**src/rtl/tmr_spare_voter.sv**
```systemverilog
module tmr_spare_voter #(
  parameter int W      = 32,
  parameter int HARD_N = 4,
  parameter int CNT_W  = 8
) (
  input  logic             clk,
  input  logic             rst_n,
  input  logic [W-1:0]     copy0,
  input  logic [W-1:0]     copy1,
  input  logic [W-1:0]     copy2,
  input  logic [W-1:0]     spare_copy,
  input  logic [2:0]       fail_mark,
  input  logic             repair_ack,
  output logic [W-1:0]     voted,
  output logic [2:0]       err_flag,
  output logic [CNT_W-1:0] fault_cnt,
  output logic             mismatch,
  output logic             repair_req,
  output logic             spare_used,
  output logic             unrecoverable
);

  localparam int SW = $clog2(HARD_N + 1);
  localparam logic [SW-1:0] LAST = SW'(HARD_N - 1);

  typedef enum logic [1:0] {M_TRI, M_LOAD, M_SPARE, M_DEG} mode_t;

  mode_t        mode;
  logic [1:0]   map_slot, dead_slot;
  logic [SW-1:0] streak [3];

  logic [W-1:0] s [3];
  logic [W-1:0] maj, pa, pb, vote_c;
  logic [2:0]   err_c, hit;
  logic [1:0]   excl, hit_idx;
  logic         tri_m, mm_c;

  assign repair_req    = (mode == M_LOAD);
  assign spare_used    = (mode == M_SPARE) || (mode == M_DEG);
  assign unrecoverable = (mode == M_DEG);
  assign tri_m         = (mode == M_TRI) || (mode == M_SPARE);
  assign excl          = (mode == M_LOAD) ? map_slot : dead_slot;

  assign s[0] = (spare_used && map_slot == 2'd0) ? spare_copy : copy0;
  assign s[1] = (spare_used && map_slot == 2'd1) ? spare_copy : copy1;
  assign s[2] = (spare_used && map_slot == 2'd2) ? spare_copy : copy2;

  assign maj = (s[0] & s[1]) | (s[0] & s[2]) | (s[1] & s[2]);

  always_comb begin
    pa = (excl == 2'd0) ? s[1] : s[0];
    pb = (excl == 2'd2) ? s[1] : s[2];
  end

  assign vote_c = tri_m ? maj : pa;
  assign mm_c   = !tri_m && (pa != pb);

  always_comb begin
    for (int i = 0; i < 3; i++) begin
      err_c[i] = tri_m && (s[i] != maj);
      hit[i]   = tri_m && ((err_c[i] && streak[i] == LAST) || fail_mark[i]);
    end
    hit_idx = 2'd0;
    for (int i = 2; i >= 0; i--)
      if (hit[i]) hit_idx = 2'(i);
  end

  always_ff @(posedge clk or negedge rst_n) begin
    if (!rst_n) begin
      voted     <= '0;
      err_flag  <= '0;
      mismatch  <= 1'b0;
      fault_cnt <= '0;
      mode      <= M_TRI;
      map_slot  <= 2'd0;
      dead_slot <= 2'd0;
      for (int i = 0; i < 3; i++) streak[i] <= '0;
    end else begin
      voted    <= vote_c;
      err_flag <= err_c;
      mismatch <= mm_c;
      if ((|err_c || mm_c) && fault_cnt != {CNT_W{1'b1}})
        fault_cnt <= fault_cnt + 1'b1;
      for (int i = 0; i < 3; i++)
        streak[i] <= (err_c[i] && streak[i] != LAST) ? streak[i] + 1'b1 : '0;
      unique case (mode)
        M_TRI:   if (|hit) begin mode <= M_LOAD; map_slot <= hit_idx; end
        M_LOAD:  if (repair_ack) mode <= M_SPARE;
        M_SPARE: if (|hit) begin mode <= M_DEG; dead_slot <= hit_idx; end
        default: mode <= M_DEG;
      endcase
    end
  end

  a_r8_map_on_ack: assert property (@(posedge clk) disable iff (!rst_n)
    $rose(spare_used) |-> $past(repair_ack) && $past(repair_req));
  a_r8_req_drops: assert property (@(posedge clk) disable iff (!rst_n)
    $rose(spare_used) |-> !repair_req);
  a_r7_quiet_flags: assert property (@(posedge clk) disable iff (!rst_n)
    repair_req && $past(repair_req) |-> err_flag == 3'b000);
  a_r10_sticky: assert property (@(posedge clk) disable iff (!rst_n)
    unrecoverable |=> unrecoverable && spare_used);
  a_r4_no_wrap: assert property (@(posedge clk) disable iff (!rst_n)
    fault_cnt >= $past(fault_cnt));
  a_r7_mm_exclusive: assert property (@(posedge clk) disable iff (!rst_n)
    mismatch |-> err_flag == 3'b000);

endmodule

```
**config.mk**
```make
export PLATFORM = sky130hd
export DESIGN_NAME = tmr_spare_voter
export DESIGN_NICKNAME = d
export VERILOG_FILES = /design/src/rtl/tmr_spare_voter.sv
export SDC_FILE = /design/constraint.sdc
export NUM_CORES = 1
export LEC_CHECK = 0
export BUFFER_PORTS_ARGS = -buffer_cell sky130_fd_sc_hd__buf_2
export CORE_ASPECT_RATIO = 1.25
export CORE_MARGIN = 2
export CORE_UTILIZATION = 45
export CTS_CLUSTER_DIAMETER = 50
export DETAILED_ROUTE_END_ITERATION = 8
export GPL_TIMING_DRIVEN = 0
export PLACE_DENSITY = 0.75
export SYNTH_ARGS = -nofsm -noshare
export SYNTH_HDL_FRONTEND = slang
export SYNTH_SLANG_ARGS = --single-unit
export TNS_END_PERCENT = 5
```
**constraint.sdc**
```tcl
create_clock -name clk -period 3.8 [get_ports clk]
set_input_delay 0.76 -clock clk [delete_from_list [all_inputs] [get_ports clk]]
set_output_delay 0.76 -clock clk [all_outputs]
set_load 0.03 [all_outputs]
```
==> results of run 1 <==
-- cell usage in the layout (no fill, tap or decap), types with 13 or more instances in the layout --
cell type and n:
a22o_1 13, mux2_2 49, dfrtp_1 59, a211o_1 27, a221oi_1 41, a21oi_1 60, mux2i_1 39, nand2_1 83
mux2i_2 29, and3_1 16, mux2i_4 27, nor3_1 33, a211oi_1 37, nand4_1 18, a2bb2oi_1 32, buf_2 193
nor2_1 107, nand3_1 22, o21ai_0 13, nor3b_1 17, clkbuf_1 13, o22ai_1 43
-- sequential cells by signal, summed over array words and instances, names as in the netlist --
| register | cells |
|---|---|
| dead_slot | 2 |
| err_flag | 3 |
| fault_cnt | 8 |
| map_slot | 2 |
| mismatch | 1 |
| mode | 2 |
| streak | 9 |
| voted | 32 |
-- final timing paths --
path | endpoint | slack, ns | depth (start not counted)
worst max-delay path | fault_cnt[1]$_DFFE_PN0P_ | 0.008 | 13
worst min-delay path | streak[3]$_DFF_PN0_ | 0.44 | 1
worst max register to register | fault_cnt[1]$_DFFE_PN0P_ | 0.008 | 13
worst min register to register | streak[3]$_DFF_PN0_ | 0.44 | 1
max in group asynchronous | voted[31]$_DFF_PN0_ | 2.75 | 1
min in group asynchronous | voted[25]$_DFF_PN0_ | 0.51 | 1
-- stage by stage --
step / instance area [µm²] / instances
2_1_floorplan: 7860 / 944
3_3_place_gp: 9040 / 1348
3_5_place_dp: 9040 / 1348
4_1_cts: 9400 / 1364
5_1_grt: 9720 / 1370
6_report: 9720 / 1370
-- power groups by stage --
stage	registers [mW]	logic (mW)	clock network, mW
after floorplan	0.936	0.934	0
after global routing	0.756	1.89	0.966
after detailed placement	0.756	1.69	0
final	0.747	1.81	0.926
after CTS	0.748	1.71	0.936
after global placement	0.754	1.69	0
-- critical path: cells and delay by family, from the launching register on --
kind            cells  cell delay (ns)
buf+inv             3             0.87
flops               1             0.37
simple gates        5             1.30
mux                 1             0.33
compound gates      4             0.80
-- metal layers --
metal	vias up	routed length [µm]	global-route usage	share of wire
met4	0	2190	0.220	0.064
li1	4127	-	-	-
met3	165	3460	0.0790	0.10
met2	601	15500	0.576	0.46
met5	-	0	0	0
met1	4306	12900	0.436	0.38
-- cell type report --
type / count / area (µm²) / share of cell area
well taps: 224 / 280 / 0.0288
plain buffers: 52 / 357 / 0.0367
clock buffers: 9 / 225 / 0.0232
flip-flops and latches: 59 / 1480 / 0.152
inverters: 9 / 33.8 / 0.00348
clock inverters: 7 / 100 / 0.0103
repair buffers: 186 / 948 / 0.0976
multi-input cells: 824 / 6290 / 0.648
-- logic make-up (layout without fill, tap and decap cells) --
kind of cell,Yosys count,count (layout),synth area share
AND/OR/NAND/NOR,342,342,0.217
adder cells (fa/ha/maj),7,7,0.0111
multiplexers,156,156,0.241
AO/OA/AOI/OAI,308,308,0.284
flip-flops,59,59,0.188
buffers and inverters,61,263,0.0462
XOR/XNOR,11,11,0.0123
-- repair_timing --
item | CTS | global route
resized for setup | 13 | 53
setup buffers | 0 | 6
endpoints found under the setup margin | 8 | 9
pin swaps | 1 | 4
endpoints found under the hold margin | 0 | 0
cloned | 0 | 0
==> results by group, run 1 <==
Synth
  • Post-synth EDFFs: 0
  • Post-synthesis cell type count: 64
  • Post-synth top cells: nor2_1 (107), nand2_1 (83), mux2i_1 (61), a21oi_1 (60), dfrtp_1 (59)
  • Post-synth ARST share: 1.00
  • Syn_area_per_cell: between 8 and 9 µm²
  • Yosys top cell by area: dfrtp_1
  • Sequential share of the synthesized area: 0.188
  • Ys flop type: dfrtp_1
  • Post-synthesis register bit count: 59
  • Top post-synthesis cells by area: dfrtp_1 (19%), mux2i_1 (7.8%), mux2_2 (7.0%)
  • Yosys top cell area share: 0.188
  • Syn nets: 1085
  • Mapped cell area: just under 0.008 mm²
  • Synthesized instance count: 944
  • Top-count cell post-synth: nor2_1
  • Ys Warns: 0

Power and ir drop
  • PwrDens: 359 mW/mm²
  • P_int: slightly below 2 mW
  • Combinational share of power: 0.520
  • Peak supply drop: ~240 µV
  • P_leak: about 3.9 nW
  • Clock share of power: 0.266
  • Switching share of power: 0.446
  • Total power: between 3 and 4 mW
  • P_sw: 1.55 mW
  • Sequential share of power: 0.214

STA
  • Final setup fails: 0
  • Post-layout minimum cycle time: ~3.8 ns
  • Clock skew: around 0.011 ns
  • Relative slew slack: 0.260
  • Final hold slack: ~0.44 ns
  • Final Hold Fails: 0
  • Max Fclk: 264 MHz
  • Final max-slew violation count: 0
  • Tcrit/Tclk final: 0.998
  • Worst-Margin Slew: approximately 1.1 ns
  • Setup TNS: 0 ns
  • PnR worst setup slack: about 0.0080 ns

Clocking
  • Worst skew pair latency: roughly 0.36 ns
  • H-tree lvl count: 3
  • CTS tree: done
  • Root cell of the clock tree: clkbuf_16
  • Max Root-Sink Buffers: 2
  • Hold-fix buffers, CTS: 0
  • Num CTS Buffers: 9
  • Clock slew at reported path FFs: 0.06 ns
  • CTS sink count: 59

Worst setup path
  • Worst R2R Start: mode[0]$_DFFE_PN0P_
  • CP dominant cell by count: buf_2
  • Startpoint types: register
  • Critical path, cell by cell: clkbuf_2, and2b_1, o21ai_1, buf_2, buf_2, a2bb2oi_1, a21oi_1, o22ai_1, nor4_2, and4_1, nand2_1, nand3_2, mux2_1
  • Class of the most critical setup path: register to register
  • Setup crit start: mode[0]$_DFFE_PN0P_
  • Crit-path max cell delay: ~0.4 ns
  • Endpoint class of the critical path: register
  • Slowest CP cell: buf_2
  • Worst EP arrival: 4.02 ns
  • Critical Path RT: ~4.0 ns
  • Highest net fanout along the worst path: 10

Final layout
  • Fillers: roughly 1600
  • Antenna Cells: 0
  • Layout cells sized above 1: 0.326
  • Area added between synthesis and finish: 23.7%
  • Final #Nets: 1282
  • Fin util: 0.562

Routing
  • Total wire length: around 34 mm
  • TritonRoute pass-1 iters: 6
  • Residual DRC count: 0
  • Vias per cell: 6.71
  • Wirelength per Cell: around 25 µm
  • Vias: between 9000 and 10000
  • DR iter-0 viols: 1104
  • Post-DRT Antenna Nets: 0

GRT
  • Overall Global Routing Usage: 0.358
  • Number of global-route vias before repair: 8461
  • Largest net degree at the start of global routing: 60
  • Total gr overflow: 0
  • Antenna violations before repair: 0
  • First-pass GRT wire length: slightly below 50 mm

Placement
  • HPWL after DPL: around 24 mm
  • Pre-CTS setup slack: -0.338 ns
  • Gp weighted congestion: ~1.1
  • Port bufs: between 150 and 200

Floorplanning
  • Die ar.: between 0.015 and 0.02 mm²
  • # rows: 54
  • I/O pin count: around 180
  • Core area: ~0.017 mm²
  • Initial Util: 0.454
  • Die Wd: 122 µm
  • Die height: about 150 µm

Min path
  • Startpoint of the worst hold path: streak[3]$_DFF_PN0_
  • Hold Crit Class: register to register

Flow run
  • Max-cap violations: 0

Run status
  • Outcome: finished, final reports clean
Power figures use the tool's default switching activity.
==> run 2: changes to the inputs <==
CTS_BUF_LIST = sky130_fd_sc_hd__clkbuf_4 sky130_fd_sc_hd__clkbuf_8   (was not set)
==> results by group, run 2 (same netlist as run 1, synthesis figures left out) <==
Floorplanning
  • Die Wd: 122 µm (unchanged)
  • Die ar.: 0.0185 mm² (unchanged)
  • # rows: 54 (unchanged)
  • Die height: 152 µm (unchanged)
  • Initial Util: 0.454 (unchanged)
  • Core area: 0.0173 mm² (unchanged)
  • I/O pin count: 181 (unchanged)

STA
  • Worst-Margin Slew: 1.04 ns (was 1.11 ns)
  • Final Hold Fails: 0 (unchanged)
  • Final setup fails: 0 (unchanged)
  • Setup TNS: 0 ns (unchanged)
  • Post-layout minimum cycle time: 3.76 ns (was 3.79 ns)
  • Final hold slack: 0.446 ns (was 0.436 ns)
  • Final max-slew violation count: 0 (unchanged)
  • Max Fclk: 266 MHz (was 264 MHz)
  • Relative slew slack: 0.308 (was 0.260)
  • Tcrit/Tclk final: 0.989 (was 0.998)
  • Clock skew: 0.0112 ns (was 0.0106 ns)

Worst setup path
  • Crit-path max cell delay: 0.38 ns (was 0.40 ns)
  • R2R cell count: 13 (unchanged)
  • Worst EP arrival: 4.02 ns (about the same)
  • Critical Path RT: 4.07 ns (was 4.03 ns)
  • Critical path, cell by cell: clkbuf_2, and2b_1, o21ai_1, buf_2, buf_2, a2bb2oi_1, a21oi_1, o22ai_1, nor4_1, and4_1, nand2_1, nand3_2, mux2_1 (was clkbuf_2, and2b_1, o21ai_1, buf_2, buf_2, a2bb2oi_1, a21oi_1, o22ai_1, nor4_2, and4_1, nand2_1, nand3_2, mux2_1)
  • Critical R2R Capture: fault_cnt[1]$_DFFE_PN0P_ (unchanged)
  • Worst reg-to-reg setup slack: 0.04 ns (was 0.008 ns)
  • Startpoint types: register (unchanged)
  • Crit path max-delay family: simple AND/OR/NAND/NOR gates (unchanged)
  • Endpoint class of the critical path: register (unchanged)
  • Worst path bufs/invs: 3 (unchanged)
  • CP dominant cell by count: buf_2 (unchanged)
  • Highest net fanout along the worst path: 10 (unchanged)
  • Worst R2R Start: mode[0]$_DFFE_PN0P_ (unchanged)
  • Class of the most critical setup path: register to register (unchanged)
  • Slowest CP cell: dfrtp_1 (was buf_2)

Clocking
  • CTS sink count: 59 (unchanged)
  • Hold-fix buffers, CTS: 0 (unchanged)
  • Clock slew at reported path FFs: 0.08 ns (was 0.06 ns)
  • Max Root-Sink Buffers: 2 (unchanged)
  • H-tree lvl count: 3 (unchanged)
  • CTS tree: done (unchanged)
  • Root cell of the clock tree: clkbuf_8 (was clkbuf_16)
  • Num CTS Buffers: 9 (unchanged)
  • Worst skew pair latency: 0.38 ns (was 0.36 ns)

GRT
  • Total gr overflow: 0 (unchanged)
  • Largest net degree at the start of global routing: 60 (unchanged)
  • Number of global-route vias before repair: 8433 (was 8461)
  • First-pass GRT wire length: 49.2 mm (was 49.3 mm)
  • Antenna violations before repair: 0 (unchanged)
  • Overall Global Routing Usage: 0.358 (about the same)

Flow run
  • Max-cap violations: 0 (unchanged)

Final layout
  • Commonest non-fill, non-tap cell in the layout: buf_2 (unchanged)
  • Max reg flops: 32 (unchanged)
  • Non-filler cells, final: 1371 (was 1370)
  • Commonest non-fill, non-tap cells in the layout: buf_2 (190), nor2_1 (107), nand2_1 (83) (was buf_2 (193), nor2_1 (107), nand2_1 (83))
  • Antenna Cells: 0 (unchanged)
  • Biggest regs: voted: 32 flops, streak: 9 flops, fault_cnt: 8 flops (unchanged)
  • Register area: 0.00148 mm² (unchanged)
  • Layout cells sized above 1: 0.327 (was 0.326)
  • Area added between synthesis and finish: 22.7% (was 23.7%)
  • Footprint of the multi-input gates: 0.00630 mm² (was 0.00629 mm²)
  • Final #Nets: 1283 (was 1282)
  • Post-route cell area: 0.00964 mm² (was 0.00972 mm²)
  • Most flop-heavy register: voted (unchanged)
  • Fillers: 1644 (was 1645)

Routing
  • Vias: 9279 (was 9199)
  • Vias per cell: 6.77 (was 6.71)
  • Post-DRT Antenna Nets: 0 (unchanged)
  • DR iter-0 viols: 1182 (was 1104)
  • TritonRoute pass-1 iters: 6 (unchanged)
  • Wirelength per Cell: 24.8 µm (about the same)
  • Residual DRC count: 0 (unchanged)
  • Total wire length: 34.0 mm (about the same)

Placement
  • Cell Area, Placed: 0.00904 mm² (unchanged)
  • Cells after DPL: 1348 (unchanged)
  • Gp weighted congestion: 1.05 (unchanged)
  • Port bufs: 180 (unchanged)
  • HPWL after DPL: 24.5 mm (unchanged)

Power and ir drop
  • P_leak: 3.86 nW (was 3.90 nW)
  • Peak supply drop: 165 µV (was 237 µV)
  • PwrDens: 338 mW/mm² (was 359 mW/mm²)

Min path
  • Min-Delay Endpoint: streak[3]$_DFF_PN0_ (unchanged)
  • Hold Crit Class: register to register (unchanged)
  • Depth of the worst hold-timing path: 1 (unchanged)
  • Startpoint of the worst hold path: streak[3]$_DFF_PN0_ (unchanged)

Run status
  • Outcome: finished, final reports clean (unchanged)
==> run 2: cell count changes in the layout (fill, tap and decap cells not counted) <==
cell / before / now
clkbuf_16: 9 / 0
a221oi_2: 4 / 5
a221oi_1: 41 / 40
mux2i_2: 29 / 28
clkbuf_8: 0 / 9
buf_2: 193 / 190
mux2i_4: 27 / 28
buf_4: 8 / 9
nor4_2: 5 / 4
nor4_1: 7 / 8
clkbuf_4: 0 / 3
==> run 2: layout make-up <==
type                            instances  share of cell area
Buffer                                 52              0.0378
Clock buffer                            9              0.0129
Clock inverter                          7              0.0104
Inverter                                9             0.00351
Multi-Input combinational cell        824               0.654
Sequential cell                        59               0.153
Tap cell                              224              0.0291
Timing Repair Buffer                  187              0.0992
==> run 2: what timing repair did <==
action / in CTS / in global routing
gates resized for setup: 13 / 57
buffers inserted: 0 / 7
pin swaps: 1 / 4
endpoints found under the setup margin: 8 / 11
==> run 2: how the worst max path moves through the flow <==
stage,from,to,slack (ns),cells after the start
after global routing,map_slot[1]$_DFFE_PN0P_,fault_cnt[1]$_DFFE_PN0P_,-0.01,12
after CTS,map_slot[1]$_DFFE_PN0P_,fault_cnt[1]$_DFFE_PN0P_,0.004,11
after global placement,mode[0]$_DFFE_PN0P_,fault_cnt[1]$_DFFE_PN0P_,-0.21,12
final,mode[0]$_DFFE_PN0P_,fault_cnt[1]$_DFFE_PN0P_,0.04,13
after floorplan,mode[0]$_DFFE_PN0P_,fault_cnt[1]$_DFFE_PN0P_,0.76,13
after detailed placement,mode[0]$_DFFE_PN0P_,fault_cnt[1]$_DFFE_PN0P_,-0.34,12
==> run 2: where the power goes <==
| group | total (mW) | leakage [nW] | internal, mW | switching [mW] |
|---|---|---|---|---|
| Clock | 0.693 | 0.114 | 0.374 | 0.319 |
| Combinational | 1.82 | 3.06 | 0.640 | 1.18 |
| Sequential | 0.746 | 0.689 | 0.716 | 0.0301 |
| Total | 3.26 | 3.86 | 1.73 | 1.53 |
==> run 2: routing by layer <==
metal	GRT usage	share of wire
met1	0.437	0.37
met2	0.579	0.46
met3	0.0722	0.11
met4	0.218	0.064
met5	0	0
==> run 2: metrics by stage <==
step           utilization  setup slack, ns  total power, mW
6_report             0.557           0.0435             3.26
5_1_grt              0.557          -0.0110             3.38
4_1_cts              0.537          0.00367             3.16
3_5_place_dp         0.522           -0.338             2.45
3_3_place_gp         0.522           -0.208             2.44
2_1_floorplan            -            0.761             1.87
==> run 3: changes to the inputs <==
--- a/config.mk
+++ b/config.mk
@@ -9,3 +9,2 @@
 export CORE_ASPECT_RATIO = 1.25
-export CORE_MARGIN = 2
 export CORE_UTILIZATION = 45
@@ -16,2 +15,3 @@
 export PLACE_DENSITY = 0.75
+export SKIP_LAST_GASP = 1
 export SYNTH_ARGS = -nofsm -noshare
==> constraint.sdc (replaced) <==
create_clock -name clk -period 3.8 [get_ports clk]
set_input_delay 0.19 -clock clk [delete_from_list [all_inputs] [get_ports clk]]
set_output_delay 0.19 -clock clk [all_outputs]
set_load 0.03 [all_outputs]
==> results by group, run 3 (same netlist as run 1, synthesis figures left out) <==
Routing
  • Residual DRC count: 0 (unchanged)
  • Total wire length: 33.5 mm (was 34.0 mm)
  • DR iter-0 viols: 1004 (was 1182)
  • TritonRoute pass-1 iters: 6 (unchanged)
  • Vias: 9232 (was 9279)
  • Vias per cell: 6.77 (about the same)
  • Post-DRT Antenna Nets: 0 (unchanged)
  • Wirelength per Cell: 24.6 µm (was 24.8 µm)

GRT
  • First-pass GRT wire length: 48.9 mm (was 49.2 mm)
  • Largest net degree at the start of global routing: 60 (unchanged)
  • Overall Global Routing Usage: 0.369 (was 0.358)
  • Antenna violations before repair: 0 (unchanged)
  • Number of global-route vias before repair: 8396 (was 8433)
  • Total gr overflow: 0 (unchanged)

Final layout
  • Max reg flops: 32 (unchanged)
  • Area added between synthesis and finish: 20.9% (was 22.7%)
  • Layout cells sized above 1: 0.315 (was 0.327)
  • Fillers: 1623 (was 1644)
  • Biggest regs: voted: 32 flops, streak: 9 flops, fault_cnt: 8 flops (unchanged)
  • Register area: 0.00148 mm² (unchanged)
  • Antenna Cells: 0 (unchanged)
  • Most flop-heavy register: voted (unchanged)
  • Commonest non-fill, non-tap cells in the layout: buf_2 (190), nor2_1 (107), nand2_1 (83) (unchanged)
  • Commonest non-fill, non-tap cell in the layout: buf_2 (unchanged)
  • Footprint of the multi-input gates: 0.00619 mm² (was 0.00630 mm²)
  • Fin util: 0.559 (was 0.557)
  • Final #Nets: 1282 (was 1283)
  • Post-route cell area: 0.00950 mm² (was 0.00964 mm²)

Worst setup path
  • Worst R2R Start: mode[0]$_DFFE_PN0P_ (unchanged)
  • Class of the most critical setup path: register to register (unchanged)
  • Critical Path RT: 4.06 ns (was 4.07 ns)
  • Slowest CP cell: o31ai_4 (was dfrtp_1)
  • R2R cell count: 12 (was 13)
  • Endpoint class of the critical path: register (unchanged)
  • Critical path, cell by cell: clkbuf_2, and2b_1, o31ai_4, buf_2, a221oi_1, a21oi_1, o22ai_1, nor4_1, and4_1, nand2_1, nand3_2, mux2_1 (was clkbuf_2, and2b_1, o21ai_1, buf_2, buf_2, a2bb2oi_1, a21oi_1, o22ai_1, nor4_1, and4_1, nand2_1, nand3_2, mux2_1)
  • Setup crit start: mode[0]$_DFFE_PN0P_ (unchanged)
  • Crit-path max cell delay: 0.48 ns (was 0.38 ns)
  • Highest net fanout along the worst path: 10 (unchanged)
  • Worst EP arrival: 4.05 ns (was 4.02 ns)
  • Startpoint types: register (unchanged)

STA
  • Post-layout minimum cycle time: 3.79 ns (was 3.76 ns)
  • Max Fclk: 264 MHz (was 266 MHz)
  • Final max-slew violation count: 0 (unchanged)
  • Relative slew slack: 0.326 (was 0.308)
  • RSZ-0062 raised after global routing: yes
  • Tcrit/Tclk final: 0.997 (was 0.989)
  • Worst-Margin Slew: 1.01 ns (was 1.04 ns)
  • Final setup fails: 0 (unchanged)
  • Final Hold Fails: 0 (unchanged)
  • Clock skew: 0.0185 ns (was 0.0112 ns)

Placement
  • Cell Area, Placed: 0.00903 mm² (was 0.00904 mm²)
  • Port bufs: 180 (unchanged)
  • HPWL after DPL: 24.4 mm (was 24.5 mm)
  • Gp weighted congestion: 1.03 (was 1.05)

Clocking
  • Root cell of the clock tree: clkbuf_8 (unchanged)
  • H-tree lvl count: 3 (unchanged)
  • Num CTS Buffers: 9 (unchanged)
  • Worst skew pair latency: 0.38 ns (about the same)
  • CTS tree: done (unchanged)
  • CTS sink count: 59 (unchanged)
  • Max Root-Sink Buffers: 2 (unchanged)
  • Clock slew at reported path FFs: 0.08 ns (about the same)

Power and ir drop
  • P_sw: 1.51 mW (was 1.53 mW)
  • Clock share of power: 0.216 (was 0.213)
  • Switching share of power: 0.462 (was 0.469)
  • P_int: 1.75 mW (was 1.73 mW)
  • Peak supply drop: 189 µV (was 165 µV)
  • Sequential share of power: 0.228 (was 0.229)
  • Combinational share of power: 0.555 (was 0.558)
  • P_leak: 3.81 nW (was 3.86 nW)
  • PwrDens: 343 mW/mm² (was 338 mW/mm²)

Floorplanning
  • Initial Util: 0.463 (was 0.454)
  • Die ar.: 0.0180 mm² (was 0.0185 mm²)
  • Die height: 150 µm (was 152 µm)
  • Die Wd: 120 µm (was 122 µm)
  • I/O pin count: 181 (unchanged)
  • # rows: 53 (was 54)
  • Core area: 0.0170 mm² (was 0.0173 mm²)

Run status
  • Outcome: finished, final reports clean (unchanged)

Min path
  • Startpoint of the worst hold path: fail_mark[0] (was streak[3]$_DFF_PN0_)
  • Depth of the worst hold-timing path: 4 (was 1)
  • Hold Crit Class: input pin to register (was register to register)

Flow run
  • Max-cap violations: 0 (unchanged)
[run 3: final timing paths]
kind,end,slack [ns]
setup reg to reg,fault_cnt[1]$_DFFE_PN0P_,0.01
min in group asynchronous,fault_cnt[7]$_DFFE_PN0P_,0.44
max in group asynchronous,voted[3]$_DFF_PN0_,2.83
hold reg to reg,streak[0]$_DFF_PN0_,0.44
setup / recovery,fault_cnt[1]$_DFFE_PN0P_,0.01
hold / removal,map_slot[0]$_DFFE_PN0P_,0.27
[run 3: layout make-up]
class,instances,area share
multi-input combinational,824,0.652
sequential,59,0.155
timing repair buffer,186,0.100
buffer,52,0.0365
tap,220,0.0290
clock buffer,12,0.0167
clock inverter,2,0.00632
inverter,9,0.00356
[run 3: timing repair]
action,in CTS,in global routing
pin swaps,1,2
endpoints found under the setup margin,9,13
gates resized for setup,13,33
hold endpoints to repair,1,57
hold buffers,1,1
setup buffers,2,2
[run 3: routing by layer]
layer  up-vias  share of wire  global-route usage
met2       629           0.44               0.593
met5         -              0                   0
met3       170           0.11              0.0636
li1       4120              -                   -
met1      4313           0.38               0.452
met4         0          0.074               0.245
[run 3: power by group through the flow]
stage | combinational, mW | sequential, mW | clock [mW]
2_1_floorplan | 0.934 | 0.936 | 0
3_3_place_gp | 1.69 | 0.754 | 0
3_5_place_dp | 1.70 | 0.754 | 0
4_1_cts | 1.73 | 0.744 | 0.711
5_1_grt | 1.89 | 0.751 | 0.727
6_report | 1.81 | 0.743 | 0.705
[run 3: through the flow]
stage                     setup slack, ns  instances  power (mW)  TNS (ns)  hold slack [ns]
after global placement             -0.371       1344        2.45     -1.29            0.383
after CTS                         0.00683       1361        3.18         0            0.190
final                              0.0109       1364        3.26         0            0.273
after floorplan                     0.761        944        1.87         0           -0.106
after detailed placement           -0.414       1344        2.46     -1.69            0.383
after global routing              -0.0117       1364        3.36   -0.0117            0.317
[run 3: worst max-delay path, delay by kind of cell, from the launching register on]
family / cells / cell delay [ns]
multiplexers: 1 / 0.32
flip-flops: 1 / 0.38
buffers and inverters: 2 / 0.63
AND/OR/NAND/NOR: 5 / 1.32
AO/OA/AOI/OAI: 4 / 1.03
